[config.mk]
export PLATFORM = sky130hd
export DESIGN_NAME = pwm_dual_cmp
export DESIGN_NICKNAME = d
export VERILOG_FILES = /design/src/rtl/pwm_pkg.sv /design/src/rtl/pwm_prescale.sv /design/src/rtl/pwm_timebase.sv /design/src/rtl/pwm_action.sv /design/src/rtl/pwm_dual_cmp.sv
export SDC_FILE = /design/constraint.sdc
export NUM_CORES = 1
export LEC_CHECK = 0
export BUFFER_PORTS_ARGS = -buffer_cell sky130_fd_sc_hd__clkbuf_2
export CAP_MARGIN = 10
export CORE_ASPECT_RATIO = 1.25
export CORE_MARGIN = 4
export CORE_UTILIZATION = 35
export CTS_CLUSTER_SIZE = 10
export DETAILED_ROUTE_END_ITERATION = 10
export PLACE_DENSITY = 0.56
export REMOVE_ABC_BUFFERS = 1
export SLEW_MARGIN = 10
export SYNTH_ARGS = -nofsm -noshare
export SYNTH_HDL_FRONTEND = slang
export SYNTH_SLANG_ARGS = --single-unit
export TNS_END_PERCENT = 10
[constraint.sdc]
create_clock -name clk -period 2.6 [get_ports clk]
set_input_delay 0.39 -clock clk [delete_from_list [all_inputs] [get_ports clk]]
set_output_delay 0.39 -clock clk [all_outputs]
set_load 0.01 [all_outputs]
[src/rtl/pwm_pkg.sv]
package pwm_pkg;

  typedef enum logic [1:0] {
    CM_UP   = 2'd0,
    CM_DOWN = 2'd1,
    CM_UPDN = 2'd2,
    CM_HOLD = 2'd3
  } cnt_mode_e;

  typedef struct packed {
    logic zero;
    logic prd;
    logic a_up;
    logic a_dn;
    logic b_up;
    logic b_dn;
  } evt_t;

  localparam int OFF_CTRL = 'h00;
  localparam int OFF_CNT  = 'h08;
  localparam int OFF_PRD  = 'h0A;
  localparam int OFF_CMPA = 'h12;
  localparam int OFF_CMPB = 'h14;
  localparam int OFF_ACTA = 'h16;
  localparam int OFF_ACTB = 'h18;

  localparam int MODE_LSB = 0;
  localparam int P2_LSB   = 7;
  localparam int P1_LSB   = 10;
  localparam int ACT_W    = 12;

  function automatic logic act_apply(logic [1:0] code, logic cur, logic prev);
    case (code)
      2'd1:    return 1'b0;
      2'd2:    return 1'b1;
      2'd3:    return ~cur;
      default: return prev;
    endcase
  endfunction

endpackage

[src/rtl/pwm_prescale.sv]
module pwm_prescale #(
  parameter int P1_W = 3,
  parameter int P2_W = 3
) (
  input  logic            clk,
  input  logic            rst_n,
  input  logic            clr,
  input  logic [P1_W-1:0] p1_sel,
  input  logic [P2_W-1:0] p2_sel,
  output logic            tick
);
  localparam int S1_W = (1 << P1_W) - 1;
  localparam int S2_W = P2_W + 1;

  logic [S1_W-1:0] s1_q, s1_lim;
  logic [S2_W-1:0] s2_q, s2_lim;
  logic            s1_end, s2_end;

  assign s1_lim = ~({S1_W{1'b1}} << p1_sel);
  assign s2_lim = (p2_sel == '0) ? '0 : ({p2_sel, 1'b0} - S2_W'(1));
  assign s1_end = (s1_q == s1_lim);
  assign s2_end = (s2_q == s2_lim);
  assign tick   = s1_end && s2_end && !clr;

  always_ff @(posedge clk or negedge rst_n) begin
    if (!rst_n) begin
      s1_q <= '0;
      s2_q <= '0;
    end else if (clr) begin
      s1_q <= '0;
      s2_q <= '0;
    end else if (s1_end) begin
      s1_q <= '0;
      s2_q <= s2_end ? '0 : s2_q + S2_W'(1);
    end else begin
      s1_q <= s1_q + S1_W'(1);
    end
  end

  assert_tick_spacing_R3: assert property (@(posedge clk) disable iff (!rst_n)
    (tick && (p1_sel != '0 || p2_sel != '0)) |=> !tick);

endmodule

[src/rtl/pwm_timebase.sv]
module pwm_timebase
  import pwm_pkg::*;
#(
  parameter int DW = 16
) (
  input  logic          clk,
  input  logic          rst_n,
  input  logic          tick,
  input  cnt_mode_e     mode,
  input  logic          restart,
  input  logic [DW-1:0] prd,
  input  logic [DW-1:0] cmpa,
  input  logic [DW-1:0] cmpb,
  input  logic          ld,
  input  logic [DW-1:0] ld_val,
  output logic [DW-1:0] cnt,
  output logic          ev_en,
  output evt_t          evt
);
  logic          dir_q, dir_n, rising;
  logic [DW-1:0] cnt_n;

  assign rising = (mode == CM_UP) ? 1'b1 : (mode == CM_DOWN) ? 1'b0 : dir_q;
  assign ev_en  = tick && (mode != CM_HOLD);

  assign evt.zero = (cnt == '0);
  assign evt.prd  = (cnt == prd);
  assign evt.a_up = (cnt == cmpa) && rising;
  assign evt.a_dn = (cnt == cmpa) && !rising;
  assign evt.b_up = (cnt == cmpb) && rising;
  assign evt.b_dn = (cnt == cmpb) && !rising;

  always_comb begin
    cnt_n = cnt;
    dir_n = dir_q;
    if (ld) begin
      cnt_n = ld_val;
    end else if (ev_en) begin
      case (mode)
        CM_UP:   cnt_n = (cnt == prd) ? '0 : cnt + DW'(1);
        CM_DOWN: cnt_n = (cnt == '0) ? prd : cnt - DW'(1);
        CM_UPDN: begin
          if (dir_q) begin
            if (cnt == prd) begin
              dir_n = 1'b0;
              cnt_n = (prd == '0) ? '0 : cnt - DW'(1);
            end else begin
              cnt_n = cnt + DW'(1);
            end
          end else begin
            if (cnt == '0) begin
              dir_n = 1'b1;
              cnt_n = (prd == '0) ? '0 : DW'(1);
            end else begin
              cnt_n = cnt - DW'(1);
            end
          end
        end
        default: cnt_n = cnt;
      endcase
    end
    if (restart) dir_n = 1'b1;
  end

  always_ff @(posedge clk or negedge rst_n) begin
    if (!rst_n) begin
      cnt   <= '0;
      dir_q <= 1'b1;
    end else begin
      cnt   <= cnt_n;
      dir_q <= dir_n;
    end
  end

  assert_up_wrap_R4: assert property (@(posedge clk) disable iff (!rst_n)
    (tick && mode == CM_UP && cnt == prd && !ld) |=> (cnt == '0));

  assert_down_reload_R5: assert property (@(posedge clk) disable iff (!rst_n)
    (tick && mode == CM_DOWN && cnt == '0 && !ld) |=> (cnt == $past(prd)));

  assert_turn_at_top_R6: assert property (@(posedge clk) disable iff (!rst_n)
    (tick && mode == CM_UPDN && rising && cnt == prd && prd != '0 && !ld && !restart)
      |=> (mode != CM_UPDN || !rising));

  assert_hold_R7: assert property (@(posedge clk) disable iff (!rst_n)
    (mode == CM_HOLD && !ld) |=> $stable(cnt));

  assert_load_R8: assert property (@(posedge clk) disable iff (!rst_n)
    ld |=> (cnt == $past(ld_val)));

endmodule

[src/rtl/pwm_action.sv]
module pwm_action
  import pwm_pkg::*;
(
  input  logic             clk,
  input  logic             rst_n,
  input  logic             ev_en,
  input  evt_t             evt,
  input  logic [ACT_W-1:0] act,
  output logic             out_q
);
  logic nxt;

  always_comb begin
    nxt = out_q;
    if (evt.zero) nxt = act_apply(act[1:0],   out_q, nxt);
    if (evt.prd)  nxt = act_apply(act[3:2],   out_q, nxt);
    if (evt.a_up) nxt = act_apply(act[5:4],   out_q, nxt);
    if (evt.a_dn) nxt = act_apply(act[7:6],   out_q, nxt);
    if (evt.b_up) nxt = act_apply(act[9:8],   out_q, nxt);
    if (evt.b_dn) nxt = act_apply(act[11:10], out_q, nxt);
  end

  always_ff @(posedge clk or negedge rst_n) begin
    if (!rst_n)     out_q <= 1'b0;
    else if (ev_en) out_q <= nxt;
  end

  assert_quiet_R9: assert property (@(posedge clk) disable iff (!rst_n)
    !ev_en |=> $stable(out_q));

  assert_cmpb_wins_R10: assert property (@(posedge clk) disable iff (!rst_n)
    (ev_en && evt.b_up && act[9:8] == 2'd2) |=> out_q);

  assert_cmpb_low_R10: assert property (@(posedge clk) disable iff (!rst_n)
    (ev_en && evt.b_dn && act[11:10] == 2'd1) |=> !out_q);

endmodule

[src/rtl/pwm_dual_cmp.sv]
module pwm_dual_cmp
  import pwm_pkg::*;
#(
  parameter int DW     = 16,
  parameter int ADDR_W = 5,
  parameter int P1_W   = 3,
  parameter int P2_W   = 3
) (
  input  logic              clk,
  input  logic              rst_n,
  input  logic              bus_wr,
  input  logic [ADDR_W-1:0] bus_addr,
  input  logic [DW-1:0]     bus_wdata,
  output logic [DW-1:0]     bus_rdata,
  output logic              pwm_a,
  output logic              pwm_b
);
  localparam int NOUT = 2;
  localparam logic [DW-1:0] CTRL_RST = DW'(CM_HOLD);

  logic [DW-1:0] ctrl_q, prd_q, cmpa_q, cmpb_q;
  logic [DW-1:0] act_q [NOUT];
  logic [DW-1:0] cnt;
  logic          ctrl_wr, cnt_wr, tick, ev_en;
  evt_t          evt;
  logic [NOUT-1:0] outs;

  assign ctrl_wr = bus_wr && (bus_addr == ADDR_W'(OFF_CTRL));
  assign cnt_wr  = bus_wr && (bus_addr == ADDR_W'(OFF_CNT));

  always_ff @(posedge clk or negedge rst_n) begin
    if (!rst_n) begin
      ctrl_q   <= CTRL_RST;
      prd_q    <= '0;
      cmpa_q   <= '0;
      cmpb_q   <= '0;
      act_q[0] <= '0;
      act_q[1] <= '0;
    end else if (bus_wr) begin
      case (bus_addr)
        ADDR_W'(OFF_CTRL): ctrl_q   <= bus_wdata;
        ADDR_W'(OFF_PRD):  prd_q    <= bus_wdata;
        ADDR_W'(OFF_CMPA): cmpa_q   <= bus_wdata;
        ADDR_W'(OFF_CMPB): cmpb_q   <= bus_wdata;
        ADDR_W'(OFF_ACTA): act_q[0] <= bus_wdata;
        ADDR_W'(OFF_ACTB): act_q[1] <= bus_wdata;
        default: ;
      endcase
    end
  end

  always_comb begin
    case (bus_addr)
      ADDR_W'(OFF_CTRL): bus_rdata = ctrl_q;
      ADDR_W'(OFF_CNT):  bus_rdata = cnt;
      ADDR_W'(OFF_PRD):  bus_rdata = prd_q;
      ADDR_W'(OFF_CMPA): bus_rdata = cmpa_q;
      ADDR_W'(OFF_CMPB): bus_rdata = cmpb_q;
      ADDR_W'(OFF_ACTA): bus_rdata = act_q[0];
      ADDR_W'(OFF_ACTB): bus_rdata = act_q[1];
      default:           bus_rdata = '0;
    endcase
  end

  pwm_prescale #(.P1_W(P1_W), .P2_W(P2_W)) u_pre (
    .clk    (clk),
    .rst_n  (rst_n),
    .clr    (ctrl_wr),
    .p1_sel (ctrl_q[P1_LSB +: P1_W]),
    .p2_sel (ctrl_q[P2_LSB +: P2_W]),
    .tick   (tick)
  );

  pwm_timebase #(.DW(DW)) u_tb (
    .clk     (clk),
    .rst_n   (rst_n),
    .tick    (tick),
    .mode    (cnt_mode_e'(ctrl_q[MODE_LSB +: 2])),
    .restart (ctrl_wr),
    .prd     (prd_q),
    .cmpa    (cmpa_q),
    .cmpb    (cmpb_q),
    .ld      (cnt_wr),
    .ld_val  (bus_wdata),
    .cnt     (cnt),
    .ev_en   (ev_en),
    .evt     (evt)
  );

  for (genvar g = 0; g < NOUT; g++) begin : g_out
    pwm_action u_act (
      .clk   (clk),
      .rst_n (rst_n),
      .ev_en (ev_en),
      .evt   (evt),
      .act   (act_q[g][ACT_W-1:0]),
      .out_q (outs[g])
    );
  end

  assign pwm_a = outs[0];
  assign pwm_b = outs[1];

  assert_hold_outputs_R7: assert property (@(posedge clk) disable iff (!rst_n)
    (ctrl_q[1:0] == 2'd3) |=> ($stable(pwm_a) && $stable(pwm_b)));

  assert_unmapped_R2: assert property (@(posedge clk) disable iff (!rst_n)
    (bus_wr && bus_addr == ADDR_W'('h02)) |=> ($stable(ctrl_q) && $stable(prd_q)));

endmodule

Yosys cells after proc, flatten, opt, wreduce, memory -nomap -nowiden
Cells that the tools add are included.
{"block": "word_totals", "reg_bits": 126, "inputBits": 24, "output_inout_bits": 18, "wordCells": 151}
{"block": "op_classes", "addsub": 5, "n_eq_ne": 51, "shift": 1, "mux": 50, "n_bitwise": 3, "reduce_logical": 29}
{"op": "16-bit two-way mux", "count": 8}
{"op": "16-bit one-hot mux with 7 select lines", "count": 1}
{"op": "2-bit equality test, second input constant", "count": 25}
{"op": "16-bit equality test", "count": 3}
{"op": "16-bit one-hot mux with 3 select lines", "count": 1}
{"op": "1-bit one-hot mux with 3 select lines", "count": 12}
{"op": "16-bit logical NOT", "count": 2}
{"op": "2-bit by 1-bit equality test with 1-bit output, second input constant", "count": 13}
{"op": "1-bit two-way mux", "count": 22}
{"op": "5-bit equality test, second input constant", "count": 4}
{"op": "16-bit by 1-bit adder with 16-bit output, second input constant", "count": 1}
{"op": "4-bit two-way mux", "count": 4}
{"op": "16-bit by 1-bit subtractor with 16-bit output, second input constant", "count": 1}
{"op": "7-bit two-way mux", "count": 2}
{"op": "2-bit AND reduction", "count": 7}
{"op": "5-bit by 4-bit equality test with 1-bit output, second input constant", "count": 2}
{"op": "1-bit logical AND", "count": 9}
{"op": "2-bit nonzero test", "count": 4}
{"op": "7-bit by 1-bit adder with 7-bit output, second input constant", "count": 1}
{"op": "7-bit equality test", "count": 1}
{"op": "7-bit NOT", "count": 1}
{"op": "7-bit by 3-bit left shift with 7-bit output, first input constant", "count": 1}
{"op": "5-bit logical NOT", "count": 1}
{"op": "4-bit by 1-bit adder with 4-bit output, second input constant", "count": 1}
{"op": "10 further kinds", "count": 12}

Longest topological paths before layout
{"block": "depth", "ltp_word": 13, "ltp_mapped": 11, "depth_no_buf": 9}

Modules after synthesis
From an unflattened synthesis, not the netlist that was laid out.
{"block": "hier_totals", "cells_unflattened": 880, "hier_area_um2": 8724.6}
{"mod": "pwm_dual_cmp", "n_inst": 1, "cells_each": 331, "area_per_inst_um2": 4568.1, "seq_area_each_um2": 2404.8}
{"mod": "pwm_timebase", "n_inst": 1, "cells_each": 411, "area_per_inst_um2": 2971.6, "seq_area_each_um2": 426.7}
{"mod": "pwm_prescale", "n_inst": 1, "cells_each": 92, "area_per_inst_um2": 854.6, "seq_area_each_um2": 275.3}
{"mod": "pwm_action", "n_inst": 2, "cells_each": 23, "area_per_inst_um2": 165.2, "seq_area_each_um2": 25.0}

Worst setup path before layout
OpenSTA, ideal clock, no wires.
{"block": "synth_path", "path_kind": "reg-to-reg", "start": "register ctrl_q[7]", "end": "register u_tb.cnt[14]", "setup_time_ns": 0.067, "t_arrival_ns": 2.461, "t_required_ns": 2.533, "slack_ns": 0.072, "path_stages_with_launch": 10, "n_path_buf": 1, "period_less_slack_ns": 2.528, "cell_sequence": "dfrtp_1 -> nor2_1 -> ha_1 -> nor3b_1 -> o221ai_2 -> or3_4 -> or4_1 -> buf_4 -> a2111oi_4 -> a221o_1"}
{"block": "synth_via", "elab_chain_len": 8, "elab_cells_between_ends": 9, "cone_classes": "add/sub: 1; eq/ne: 1; mux: 1; reduce/logical: 6"}
{"item": "start, declared", "line": "pwm_dual_cmp.sv:21", "source": "logic [DW-1:0] ctrl_q, prd_q, cmpa_q, cmpb_q;"}
{"item": "start signal, assigned", "line": "pwm_dual_cmp.sv:41", "source": "ADDR_W'(OFF_CTRL): ctrl_q <= bus_wdata;"}
{"item": "4-bit by 1-bit subtractor with 4-bit output or 3-bit logical NOT (tied branches)", "line": "pwm_prescale.sv:20", "source": "assign s2_lim = (p2_sel == '0) ? '0 : ({p2_sel, 1'b0} - S2_W'(1));"}
{"item": "4-bit two-way mux (*)", "line": "pwm_prescale.sv:20"}
{"item": "4-bit equality test (*)", "line": "pwm_prescale.sv:22", "source": "assign s2_end = (s2_q == s2_lim);"}
{"item": "1-bit logical AND (*) (2 in a row)", "line": "pwm_prescale.sv:23", "source": "assign tick = s1_end && s2_end && !clr;"}
{"item": "1-bit logical AND (*)", "line": "pwm_timebase.sv:24", "source": "assign ev_en = tick && (mode != CM_HOLD);"}
{"item": "2-bit nonzero test (no line) (*)"}
{"item": "2-bit AND reduction (no line) (*)"}
{"item": "end signal, assigned", "line": "pwm_timebase.sv:70", "source": "cnt <= cnt_n;"}
{"item": "end, declared", "line": "pwm_timebase.sv:16", "source": "output logic [DW-1:0] cnt,"}
Mark *: on every way between the ends. The rest lies on a longest branch, timed or not.
A chain may end at the register's enable or synchronous reset.

Worst setup path in the final report
{"block": "layout_path", "start": "register ctrl_q[8]", "end": "register u_tb.cnt[14]"}
The elaborated chain is that of the path after synthesis.

==> impl_metrics.prom <==
# TYPE chip_impl_metric gauge
chip_impl_info{name="run_status",value="finished clean"} 1
chip_impl_metric{name="finalHoldViolCount",unit=""} 0
chip_impl_info{name="worst_r2r_startpoint",value="ctrl_q[8]"} 1
chip_impl_metric{name="tightest_slew",unit="ps"} 585.6
chip_impl_metric{name="regArea",unit="um2"} 3157
chip_impl_metric{name="synth-compound-area-share",unit="%"} 15.83
chip_impl_metric{name="routedWlPerCell",unit="um"} 22.61
chip_impl_metric{name="num-fill-cells",unit=""} 2267
chip_impl_metric{name="peakVddDrop",unit="uV"} 482.6
chip_impl_info{name="timing.critical_path.to_type",value="register"} 1
chip_impl_metric{name="dr_wl_met2",unit="um"} 13910
chip_impl_info{name="timing.critical_path.slowest_stage_cell",value="sky130_fd_sc_hd__or4_4"} 1
chip_impl_info{name="rsz0062_at_grt",value="yes"} 1
chip_impl_metric{name="yosys.area_share.simple",unit="%"} 16.93
chip_impl_metric{name="area_delta_synth_final",unit="%"} 20.59
chip_impl_metric{name="grt_overflow",unit=""} 0
chip_impl_metric{name="io-pin-count",unit=""} 42
chip_impl_metric{name="static-leakage-power",unit="uW"} 0.004376
chip_impl_info{name="min-delay-path-class",value="primary input to register"} 1
chip_impl_metric{name="ctsLongestPathBuffers",unit=""} 2
chip_impl_metric{name="synth-adder-area-share",unit="%"} 1.531
chip_impl_metric{name="drv.max_cap_violation_count",unit=""} 0
chip_impl_metric{name="placement_rows",unit=""} 62
chip_impl_info{name="mostFrequentLayoutCell",value="sky130_fd_sc_hd__dfrtp_1"} 1
chip_impl_metric{name="num_vias",unit=""} 7338
chip_impl_metric{name="count_of_buffering_cells_on_the_critical_path_with_inverters_included",unit=""} 2
chip_impl_info{name="setup.worst_path.class",value="register to register"} 1
chip_impl_metric{name="h-tree-depth",unit=""} 4
chip_impl_metric{name="power_density",unit="nW/um2"} 955.4
chip_impl_metric{name="grt_max_degree",unit=""} 56
chip_impl_metric{name="mappedNetlistArea",unit="um2"} 8172
chip_impl_metric{name="cp.required",unit="ps"} 2960
chip_impl_info{name="worstHoldStart",value="bus_wdata[0]"} 1
chip_impl_metric{name="fp.dieW",unit="um"} 144.7
chip_impl_metric{name="critical_path_arrival",unit="ps"} 2890
chip_impl_metric{name="final-max-slew-violation-count",unit=""} 0
chip_impl_metric{name="yosys_register_bits",unit=""} 126
chip_impl_metric{name="floorplan.die_area",unit="um2"} 25870
chip_impl_metric{name="yosysWarningCount",unit=""} 0
chip_impl_info{name="worst_path_dominant_cell_family",value="simple AND/OR/NAND/NOR gates"} 1
chip_impl_metric{name="synth_mux_area_share",unit="%"} 14.55
chip_impl_metric{name="wirelength_met1",unit="um"} 11790
chip_impl_metric{name="met3WireLength",unit="um"} 1534
chip_impl_metric{name="vias_per_cell",unit=""} 5.875
chip_impl_metric{name="max_clock_skew",unit="ps"} 4.842
chip_impl_info{name="beginning_of_the_critical_path",value="ctrl_q[8]"} 1
chip_impl_metric{name="grt_first_pass_wirelength",unit="um"} 44160
chip_impl_info{name="yosys_most_used_dff",value="sky130_fd_sc_hd__dfrtp_1"} 1
chip_impl_metric{name="globalplace.congestion",unit=""} 0.9380
chip_impl_metric{name="worst_slew_margin_rel",unit="%"} 60.96
chip_impl_info{name="yosys-top-cells-area",value="sky130_fd_sc_hd__dfrtp_1 38%, sky130_fd_sc_hd__mux2_2 12%, sky130_fd_sc_hd__xor2_1 5.0%, sky130_fd_sc_hd__a22oi_1 3.9%, sky130_fd_sc_hd__xnor2_1 3.8%"} 1
chip_impl_metric{name="worst_skew_pair.late_latency",unit="ps"} 420
chip_impl_metric{name="routed_wirelength",unit="um"} 28250
chip_impl_metric{name="chipHeight",unit="um"} 178.8
chip_impl_metric{name="final_hold_slack",unit="ps"} 341.2
chip_impl_metric{name="antenna_violation_net_count_after_detailed_routing",unit=""} 0
chip_impl_info{name="start_kind",value="register"} 1
chip_impl_metric{name="final-setup-viol-count",unit=""} 0
chip_impl_metric{name="grt_use_total",unit="%"} 22.46
chip_impl_metric{name="xor_xnor_cell_area_share_of_the_yosys_netlist",unit="%"} 8.789
chip_impl_metric{name="combined_area_of_the_multi_input_logic_cells",unit="um2"} 4757
chip_impl_metric{name="synth_top_area_share",unit="%"} 37.67
chip_impl_metric{name="clk_pin_slew",unit="ps"} 60
chip_impl_info{name="root_buffer",value="sky130_fd_sc_hd__clkbuf_16"} 1
chip_impl_metric{name="timing.critical_path.fanout_max",unit=""} 7
chip_impl_metric{name="layout-drive-gt1-share",unit="%"} 27.89
chip_impl_metric{name="final_period_minus_worst_setup_slack",unit="ps"} 2531
chip_impl_info{name="main_combinational_cell_family_by_area_after_synthesis",value="simple AND/OR/NAND/NOR gates"} 1
chip_impl_info{name="path_cells",value="buf_4 > and2_1 > nor3_1 > o221ai_2 > or3_4 > or4_4 > buf_6 > a2111oi_4 > a221o_1"} 1
chip_impl_metric{name="n_antenna_cell",unit=""} 0
chip_impl_metric{name="drtPass1Iterations",unit=""} 5
chip_impl_metric{name="coreArea",unit="um2"} 22960
chip_impl_info{name="mostFrequentLayoutCells",value="123 x sky130_fd_sc_hd__dfrtp_1, 86 x sky130_fd_sc_hd__mux2_2, 80 x sky130_fd_sc_hd__buf_4, 74 x sky130_fd_sc_hd__nor2_1, 58 x sky130_fd_sc_hd__nand2_1"} 1
chip_impl_info{name="cts_tree",value="done"} 1
chip_impl_metric{name="finish.net_count",unit=""} 984
chip_impl_metric{name="async_flop_share",unit="%"} 100.0
chip_impl_metric{name="synthesis.instances",unit=""} 862
chip_impl_metric{name="fin_crit_sh",unit="%"} 97.35
chip_impl_metric{name="synthDistinctLibCells",unit=""} 71
chip_impl_info{name="highest-signal-layer",value="met4"} 1
chip_impl_metric{name="drc",unit=""} 0
chip_impl_metric{name="fin_tns_setup",unit="ps"} 0
chip_impl_metric{name="initial_core_util",unit="%"} 35.59
chip_impl_metric{name="timing_limited_maximum_frequency",unit="MHz"} 395.1
chip_impl_info{name="synth_top_area_cell",value="sky130_fd_sc_hd__dfrtp_1"} 1
chip_impl_metric{name="slowest_delay",unit="ps"} 430
chip_impl_metric{name="syn_area_per_cell",unit="um2"} 9.480
chip_impl_metric{name="clock_sinks",unit=""} 126
chip_impl_metric{name="io_buffers",unit=""} 41
chip_impl_metric{name="number_of_enable_flip_flop_cells_after_synthesis",unit=""} 0
chip_impl_metric{name="yosysSeqAreaShare",unit="%"} 38.63
chip_impl_metric{name="initial_drt_markers",unit=""} 523
chip_impl_metric{name="numCtsBuffers",unit=""} 17
chip_impl_metric{name="hpwl",unit="um"} 20550
chip_impl_metric{name="antenna_found_initial",unit=""} 0
chip_impl_metric{name="via_count_of_the_first_global_routing_pass",unit=""} 7531
-- worst paths after layout --
check	endpoint	slack, ps	cells past startpoint
setup / recovery	u_tb.cnt[14]	70	9
hold / removal	ctrl_q[0]	340	3
setup reg to reg	u_tb.cnt[14]	70	9
hold reg to reg	ctrl_q[5]	510	1
max in group asynchronous	ctrl_q[13]	1330	3
min in group asynchronous	prd_q[4]	490	2
-- state kept, by name, summed over array words and instances, names as in the netlist, 4 cells and up --
register / flops
act_q: 32
cmpa_q: 16
cmpb_q: 16
ctrl_q: 16
prd_q: 16
u_tb.cnt: 16
u_pre.s1_q: 7
u_pre.s2_q: 4
-- report_power, final --
part	switching [uW]	internal, uW
Combinational	2130	1700
Clock	904	1520
Sequential	708	2460
Total	3740	5680
-- cells by family after synthesis --
kind of cell,Yosys count
buffers and inverters,75
muxes,108
DFF,126
and+or+nand+nor,270
xor gates and xnor gates,82
adders and majority gates,10
AOI/OAI and AO/OA,191
-- per-layer routing --
layer  global-route usage, %  up-vias
li1                        -     3335
met1                   28.56     3667
met2                   37.79      274
met3                   3.602       62
met4                   9.253        0
met5                       0        -
-- metrics by stage --
| stage | instances | area, um2 | setup WS (ps) | util (%) | total power, uW |
|---|---|---|---|---|---|
| after global routing | 1249 | 9854 | -69.59 | 42.92 | 9957 |
| after CTS | 1247 | 9822 | 19.80 | 42.77 | 9396 |
| after detailed placement | 1216 | 9209 | -36.17 | 40.10 | 6913 |
| final | 1249 | 9854 | 68.92 | 42.92 | 9415 |
| after global placement | 1216 | 9209 | -3.281 | 40.10 | 6889 |
| after floorplan | 803 | 7926 | -802.9 | - | 5326 |
-- area by class of cell --
class / instances / share of cell area, %
clock buffers: 20 / 4.533
inverters: 16 / 0.6094
repair buffers: 128 / 9.472
clock inverters: 10 / 1.422
well taps: 288 / 3.657
flip-flops and latches: 126 / 32.03
multi-input cells: 661 / 48.27
-- cell usage after synthesis, drive strengths merged, types with 3 or more instances --
library cell,n
a211o,4
a211oi,3
a21o,7
a21oi,41
a22oi,42
a31o,3
a31oi,6
and2,4
and3,5
and4,4
buf,19
clkbuf,40
dfrtp,123
dfstp,3
ha,10
inv,15
mux2,86
mux2i,22
nand2,59
nand2b,3
nand3,34
nand4,16
nor2,75
nor2b,4
nor3,18
nor3b,7
nor4,23
nor4b,3
o211ai,10
o21a,3
o21ai,37
o22ai,4
o31ai,9
or3,5
xnor2,35
xor2,47
-- what timing repair did --
item,in CTS,in global routing
buffers inserted,0,2
pin swaps,0,2
resized for setup,4,5
endpoints found under the hold margin,45,0
endpoints found under the setup margin,3,9
hold buffers,1,0
-- worst register-to-register path, stage by stage, from the launching register on --
cell and delay, ps:
sky130_fd_sc_hd__dfrtp_1 380, sky130_fd_sc_hd__buf_4 150, sky130_fd_sc_hd__and2_1 160, sky130_fd_sc_hd__nor3_1 230
sky130_fd_sc_hd__o221ai_2 130, sky130_fd_sc_hd__or3_4 370, sky130_fd_sc_hd__or4_4 430, sky130_fd_sc_hd__buf_6 160
sky130_fd_sc_hd__a2111oi_4 310, sky130_fd_sc_hd__a221o_1 140
Power figures use the tool's default switching activity.
